`config.mk`:
```
export PLATFORM = sky130hd
export DESIGN_NAME = sar_seq_ctrl
export DESIGN_NICKNAME = d
export VERILOG_FILES = /design/src/rtl/sar_pkg.sv /design/src/rtl/sar_down_timer.sv /design/src/rtl/sar_trial_reg.sv /design/src/rtl/sar_seq_ctrl.sv
export SDC_FILE = /design/constraint.sdc
export NUM_CORES = 1
export LEC_CHECK = 0
export CAP_MARGIN = 20
export CORE_ASPECT_RATIO = 0.7
export CORE_MARGIN = 3
export CORE_UTILIZATION = 63
export CTS_CLUSTER_SIZE = 25
export DETAILED_ROUTE_END_ITERATION = 8
export DONT_BUFFER_PORTS = 1
export PLACE_DENSITY = 0.9
export RECOVER_POWER = 25
export SLEW_MARGIN = 10
export SYNTH_ARGS = -nofsm -noshare
export SYNTH_HDL_FRONTEND = slang
export SYNTH_HIERARCHICAL = 1
export SYNTH_SLANG_ARGS = --single-unit
```
`constraint.sdc`:
```
create_clock -name clk -period 2.75 [get_ports clk]
set_input_delay 0.1375 -clock clk [delete_from_list [all_inputs] [get_ports clk]]
set_output_delay 0.1375 -clock clk [all_outputs]
set_load 0.05 [all_outputs]
```
`src/rtl/sar_pkg.sv`:
```
package sar_pkg;
  typedef enum logic [1:0] {
    ST_IDLE = 2'd0,
    ST_CMP  = 2'd1,
    ST_WAIT = 2'd2,
    ST_DONE = 2'd3
  } seq_state_e;
endpackage

```
`src/rtl/sar_down_timer.sv`:
```
module sar_down_timer #(
  parameter int unsigned CW = 2
) (
  input  logic          clk,
  input  logic          rst,
  input  logic          load,
  input  logic [CW-1:0] load_val,
  input  logic          dec,
  output logic          zero
);
  logic [CW-1:0] cnt;

  always_ff @(posedge clk) begin
    if (rst) begin
      cnt <= '0;
    end else if (load) begin
      cnt <= load_val;
    end else if (dec && (cnt != '0)) begin
      cnt <= cnt - CW'(1);
    end
  end

  assign zero = (cnt == '0);
endmodule

```
`src/rtl/sar_trial_reg.sv`:
```
module sar_trial_reg #(
  parameter int unsigned NBITS = 5,
  parameter int unsigned PW    = 3
) (
  input  logic             clk,
  input  logic             rst,
  input  logic             clear,
  input  logic             start,
  input  logic             decide,
  input  logic             decision,
  input  logic             step,
  input  logic             abort,
  input  logic             in_wait,
  output logic [NBITS-1:0] trial,
  output logic [PW-1:0]    ptr,
  output logic [NBITS-1:0] below,
  output logic [NBITS-1:0] cut,
  output logic             is_last
);
  localparam logic [NBITS-1:0] MID_SCALE = {1'b1, {(NBITS-1){1'b0}}};
  localparam logic [PW-1:0]    MSB_IDX   = PW'(NBITS-1);

  logic [NBITS-1:0] trial_dec;

  // Per-bit decode of the pointer: unresolved mask, resolved mask, decision update
  always_comb begin
    for (int i = 0; i < int'(NBITS); i++) begin
      below[i] = (i < int'(ptr));
      if (in_wait) begin
        cut[i] = trial[i] & (i >= int'(ptr));
      end else begin
        cut[i] = trial[i] & (i > int'(ptr));
      end
      if (i == int'(ptr)) begin
        trial_dec[i] = decision;
      end else if (i + 1 == int'(ptr)) begin
        trial_dec[i] = 1'b1;
      end else begin
        trial_dec[i] = trial[i];
      end
    end
  end

  assign is_last = (ptr == '0);

  always_ff @(posedge clk) begin
    if (rst || clear) begin
      trial <= '0;
      ptr   <= MSB_IDX;
    end else if (start) begin
      trial <= MID_SCALE;
      ptr   <= MSB_IDX;
    end else if (decide) begin
      trial <= trial_dec;
    end else if (step) begin
      ptr <= ptr - PW'(1);
    end else if (abort) begin
      trial <= cut;
    end
  end
endmodule

```
`src/rtl/sar_seq_ctrl.sv`:
```
module sar_seq_ctrl
  import sar_pkg::*;
#(
  parameter int unsigned NBITS       = 5,
  parameter int unsigned REDIST_CYC  = 2,
  parameter int unsigned TIMEOUT_CYC = 16
) (
  input  logic             clk,
  input  logic             rst,
  input  logic             conv_phase,
  input  logic             cmp_p,
  input  logic             cmp_n,
  output logic             cmp_en,
  output logic [NBITS-1:0] plate_ref,
  output logic [NBITS-1:0] plate_hold,
  output logic [NBITS-1:0] code_q,
  output logic             err_flag
);
  localparam int unsigned PW  = (NBITS > 1) ? $clog2(NBITS) : 1;
  localparam int unsigned WCW = (REDIST_CYC > 1) ? $clog2(REDIST_CYC + 1) : 1;
  localparam int unsigned TCW = (TIMEOUT_CYC > 1) ? $clog2(TIMEOUT_CYC + 1) : 1;
  localparam logic [WCW-1:0] WAIT_LOAD = WCW'(REDIST_CYC - 1);
  localparam logic [TCW-1:0] TMO_LOAD  = TCW'(TIMEOUT_CYC - 1);

  seq_state_e state;
  logic ph_q, dn_q;
  logic cmp_done, ph_rise, ph_fall, dn_rise;
  logic in_idle, in_cmp, in_wait, in_done;
  logic start_c, decide_c, step_c, abort_c;
  logic wait_zero, tmo_zero;
  logic [NBITS-1:0] trial, below, cut;
  logic [PW-1:0]    ptr;
  logic             is_last;

  // Completion detector: exactly one rail high
  assign cmp_done = cmp_p ^ cmp_n;
  assign ph_rise  = conv_phase & ~ph_q;
  assign ph_fall  = ~conv_phase & ph_q;
  assign dn_rise  = cmp_done & ~dn_q;

  always_ff @(posedge clk) begin
    if (rst) begin
      ph_q <= 1'b0;
      dn_q <= 1'b0;
    end else begin
      ph_q <= conv_phase;
      dn_q <= cmp_done;
    end
  end

  assign in_idle = (state == ST_IDLE);
  assign in_cmp  = (state == ST_CMP);
  assign in_wait = (state == ST_WAIT);
  assign in_done = (state == ST_DONE);

  assign start_c  = in_idle & ph_rise;
  assign decide_c = conv_phase & in_cmp & dn_rise;
  assign step_c   = conv_phase & in_wait & wait_zero;
  assign abort_c  = conv_phase & in_cmp & ~dn_rise & tmo_zero;

  sar_trial_reg #(.NBITS(NBITS), .PW(PW)) u_trial (
    .clk      (clk),
    .rst      (rst),
    .clear    (~conv_phase),
    .start    (start_c),
    .decide   (decide_c),
    .decision (cmp_p),
    .step     (step_c),
    .abort    (abort_c),
    .in_wait  (in_wait),
    .trial    (trial),
    .ptr      (ptr),
    .below    (below),
    .cut      (cut),
    .is_last  (is_last)
  );

  sar_down_timer #(.CW(WCW)) u_wait (
    .clk      (clk),
    .rst      (rst),
    .load     (decide_c),
    .load_val (WAIT_LOAD),
    .dec      (in_wait),
    .zero     (wait_zero)
  );

  sar_down_timer #(.CW(TCW)) u_tmo (
    .clk      (clk),
    .rst      (rst),
    .load     (start_c | step_c),
    .load_val (TMO_LOAD),
    .dec      (in_cmp),
    .zero     (tmo_zero)
  );

  always_ff @(posedge clk) begin
    if (rst) begin
      state    <= ST_IDLE;
      cmp_en   <= 1'b0;
      code_q   <= '0;
      err_flag <= 1'b0;
    end else begin
      if (ph_fall) begin
        code_q <= in_done ? trial : cut;
        if (!in_done) begin
          err_flag <= 1'b1;
        end
      end
      if (!conv_phase) begin
        state  <= ST_IDLE;
        cmp_en <= 1'b0;
      end else begin
        unique case (state)
          ST_IDLE: begin
            if (ph_rise) begin
              state    <= ST_CMP;
              cmp_en   <= 1'b1;
              err_flag <= 1'b0;
            end
          end
          ST_CMP: begin
            if (dn_rise) begin
              cmp_en <= 1'b0;
              state  <= is_last ? ST_DONE : ST_WAIT;
            end else if (tmo_zero) begin
              cmp_en   <= 1'b0;
              state    <= ST_DONE;
              err_flag <= 1'b1;
            end
          end
          ST_WAIT: begin
            if (wait_zero) begin
              cmp_en <= 1'b1;
              state  <= ST_CMP;
            end
          end
          default: begin
            cmp_en <= 1'b0;
          end
        endcase
      end
    end
  end

  assign plate_ref  = trial;
  assign plate_hold = in_idle ? '1 : (in_done ? '0 : below);
endmodule

```
# Word-level counts from Yosys, hierarchy flattened
# Cells that the tools add are included.
# classes
n_addsub	3
bitwise_logic	26
n_mux	44
n_reduce_logical	27
n_eq_ne	18
n_lt_le_gt_ge	14
# ops
operator	count
5-bit two-way mux	7
1-bit two-way mux	28
1-bit AND	19
3-bit AND reduction	6
3-bit equality test, first input constant	4
3-bit by 1-bit != test with 1-bit output, second input constant	4
2-bit two-way mux	4
4-bit two-way mux	2
2-bit nonzero test	4
2-bit OR reduction	4
1-bit by 3-bit greater-or-equal comparator with 1-bit output, first input constant	2
2-bit by 3-bit greater-or-equal comparator with 1-bit output, first input constant	2
2-bit by 3-bit > comparator with 1-bit output, first input constant	2
3-bit logical NOT	2
1-bit by 3-bit < comparator with 1-bit output, first input constant	2
2-bit by 3-bit < comparator with 1-bit output, first input constant	2
2-bit case mux with 3 select lines	1
3-bit nonzero test	2
5-bit logical NOT	1
1-bit NOT	5
5-bit nonzero test	1
5-bit by 1-bit subtractor with 5-bit output, second input constant	1
2-bit equality test, second input constant	2
2-bit logical NOT	2
other kinds (21)	23
# totals
register_bits	26
output_inout_bits	17
inputBits	5
elab_cells	148

# Depth between registers and ports, before layout
# depth
word_depth	9
depth_mapped	10
ltp_nobuf	9

# Cells and area by module
# Netlist, hierarchy kept.
# modules_own_cells
mod	seq_area_each_um2	cells_per_inst	area_each_um2	instances
sar_trial_reg	160.2	82	671.9	1
sar_seq_ctrl	220.2	75	619.3	1
sar_down_timer at u_tmo	100.1	37	326.6	1
sar_down_timer at u_wait	40.0	14	126.4	1

# Worst setup path before layout
# No wires, ideal clock.
# synth_path
kind	reg2reg
startpoint	reg u_tmo.cnt[1]
endpoint	reg u_trial.trial[1]
arrival_ns	2.232
path_stages_with_launch	11
path_slack_ns	0.449
path_cell_list	dfxtp_1 > inv_1 > ha_1 > or4b_1 > buf_6 > inv_1 > o2111a_1 > nor3b_1 > a21oi_1 > a311o_1 > o21ai_1
# synth_between
elab_chain_len	4
# synth_rtl
item	line_no	rtl
start: declaration	sar_down_timer.sv:11	logic [CW-1:0] cnt;
start signal: assignment	sar_down_timer.sv:17	cnt <= load_val;
start signal: assignment	sar_down_timer.sv:19	cnt <= cnt - CW'(1);
5-bit logical NOT	sar_down_timer.sv:23	assign zero = (cnt == '0);
via tmo_zero	sar_seq_ctrl.sv:30	logic wait_zero, tmo_zero;
1-bit AND	sar_seq_ctrl.sv:59	assign abort_c = conv_phase & in_cmp & ~dn_rise & tmo_zero;
via abort_c	sar_seq_ctrl.sv:29	logic start_c, decide_c, step_c, abort_c;
2-bit nonzero test (no source line)	n/a	
3-bit AND reduction (no source line)	n/a	
end signal: assignment	sar_trial_reg.sv:54	trial <= trial_dec;
end signal: assignment	sar_trial_reg.sv:58	trial <= cut;
end: declaration	sar_trial_reg.sv:14	output logic [NBITS-1:0] trial,
# The timed path passes the listed nets, and every way through them passes these cells.
# A chain may end at the register's enable or synchronous reset.

# Worst setup path after layout
# layout_path
startpoint	reg state[1]
endpoint	reg u_trial.trial[1]
# layout_between
word_cells_on_any_way	19
# layout_lines
item	line_no	rtl
start: declaration	sar_seq_ctrl.sv:25	seq_state_e state;
start signal: assignment	sar_seq_ctrl.sv:124	state <= is_last ? ST_DONE : ST_WAIT;
2-bit by 1-bit equality test with 1-bit output (*)	sar_seq_ctrl.sv:52	assign in_cmp = (state == ST_CMP);
via in_cmp	sar_seq_ctrl.sv:28	logic in_idle, in_cmp, in_wait, in_done;
1-bit AND (*) (2 in series)	sar_seq_ctrl.sv:57	assign decide_c = conv_phase & in_cmp & dn_rise;
via decide_c	sar_seq_ctrl.sv:29	
3-bit by 1-bit != test with 1-bit output (no source line) (tied with other cells)	n/a	
3-bit AND reduction (no source line)	n/a	
# The timed path passes the listed nets; every way through them passes the cells marked *. The select of a mux whose other input is x is not followed.

==> impl_metrics.toml <==
[setup_path]
r2r-end = "u_trial/trial[1]"
rr_startpoint = "state[1]"
cp-start-kind = "register"
end_kind = "register"
arrival_ns = 2.68
worst-setup-path-type = "reg -> reg"
critical_path_required_ns = 2.97
crit_family = "simple AND/OR/NAND/NOR gates"
reg2reg_depth = 7
slowest_stage = "nor2b_1"
critPathLaunch = "state[1]"
path_buf_inv = 0
worstPathCellList = "and2b_1, nand2_1, nor3_1, nor2b_1, a21oi_1, a311o_1, o21ai_1"
cpPeakStageDelay_ns = 0.57
path_max_fanout = 15
r2r_slack_ns = 0.29

[yosys]
yosys_warnings = 6
syn_inst = 207
synth_area_per_cell_um2 = 8.39
syn_area_mm2 = 0.00174

[min_path]
min_to = "err_flag"
holdPathStages = 1
min_from = "rst"
hp-class = "in -> reg"

[detailed_routing]
dr.first_iter.drc_count = 184
drc_errors = 0
firstDrtPassIters = 4
ant_nets = 0
wire_per_inst_um = 18.3
wl_mm = 4.55
vias = 1644
avgViaCountPerCell = 6.63

[timing]
drv_slew = 0
tns_ns = 0
hold_viol = 0
skew_ns = 0.00608
period_minus_slack_ns = 2.46
rsz0062_at_grt = "false"
fmax_mhz = 406
max_slew_margin_pct = 49.8
finalSetupViolations = 0
setup_ws_ns = 0.289
fin_crit_sh_pct = 89.5
worstMarginPinSlew_ns = 0.751

[floorplanning]
num_rows = 15
initial_core_util_pct = 68.5
coreArea_mm2 = 0.00253
io-pin-count = 22
die_h_um = 49.9
die-area_mm2 = 0.00343
die_width_um = 68.8

[clock_tree]
clk_pin_slew_ns = 0.10
cts_root_buf = "clkbuf_8"
clkSinkCount = 26
cts_htree_levels = 1
post_cts_buffers = 0
ctsLongestPathBuffers = 2
cts_tree = "yes"
insertion_delay_ns = 0.28
numCtsBuffers = 3

[global_route]
overflow = 0
antenna_found_initial = 0
grt_max_degree = 16
grt_pass1_wl_mm = 7.72
grt_usage_pct = 29.8
grt_pass1_vias = 1647

[power]
power_leakage_nw = 0.682
max-vdd-ir-drop_v = 0.000337
powerDensity_mw_per_mm2 = 478

[status]
status = "complete, no violations"

[finish]
area_growth_pct = 7.20
finalNetCount = 227
diodes = 0
layout-drive-gt1-share_pct = 10.7

[place]
place.gp.congestion = 0.881
port_buffers = 0
post-dp-hpwl_mm = 3.30
dpl_worst_slack_ns = 0.239

[run]
maxCapViolations = 0
[cells in the final DEF (no fill, tap or decap), drive strengths merged, types with 10 or more instances in the layout]
cell type,instances
nand3,10
dfxtp,26
a21oi,10
nor2,22
nand2,16
inv,17
[per-layer routing]
layer	global-route usage, %	part of all wire [%]	vias to the layer above
met2	47.4	47	92
met3	7.52	10	15
li1	-	-	760
met1	38.4	41	777
met5	0	0	-
met4	10.7	2.3	0
[power by group]
part	switching, mW	total, mW	internal, mW
Combinational	0.0846	0.136	0.0509
Clock	0.127	0.323	0.195
Sequential	0.0376	0.431	0.393
[worst max-delay path by stage]
stage                       end  slack [ns]  depth (start not counted)
2_1_floorplan  u_trial/trial[1]        0.45                         10
5_1_grt        u_trial/trial[2]        0.20                          9
4_1_cts        u_trial/trial[1]        0.21                          9
3_3_place_gp   u_trial/trial[2]        0.39                          9
3_5_place_dp   u_trial/trial[1]        0.24                          9
6_report       u_trial/trial[1]        0.29                          7
[metrics by stage]
| step | util, % | hold WS [ns] | cells | cell area [um2] | total power, mW |
|---|---|---|---|---|---|
| 2_1_floorplan | - | 0.202 | 212 | 1760 | 0.541 |
| 3_3_place_gp | 70.2 | 0.207 | 243 | 1780 | 0.556 |
| 3_5_place_dp | 70.2 | 0.208 | 243 | 1780 | 0.565 |
| 4_1_cts | 73.4 | 0.0241 | 248 | 1860 | 0.889 |
| 5_1_grt | 73.5 | 0.00591 | 248 | 1860 | 0.929 |
| 6_report | 73.5 | 0.0260 | 248 | 1860 | 0.889 |
[flip-flops by register name, indices dropped and copies added (netlist names)]
register       cells
dn_q               1
cmp_en             1
u_wait/cnt         2
u_trial/ptr        3
code_q             5
u_trial/trial      5
u_tmo/cnt          5
ph_q               1
err_flag           1
state              2
[cell type report]
class                           instances  area (um2)
Clock inverter                          1        30.0
Multi-Input combinational cell        159        1110
Clock buffer                            3        41.3
Inverter                               18        67.6
Fill cell                             189         672
Sequential cell                        26         520
Timing Repair Buffer                    7        51.3
Tap cell                               34        42.5
[timing repair]
action,in CTS,in global routing
endpoints found under the hold margin,13,0
hold buffers,1,0
endpoints found under the setup margin,0,3
gates resized for setup,0,1
No activity file was read; power rests on OpenSTA's default activity.
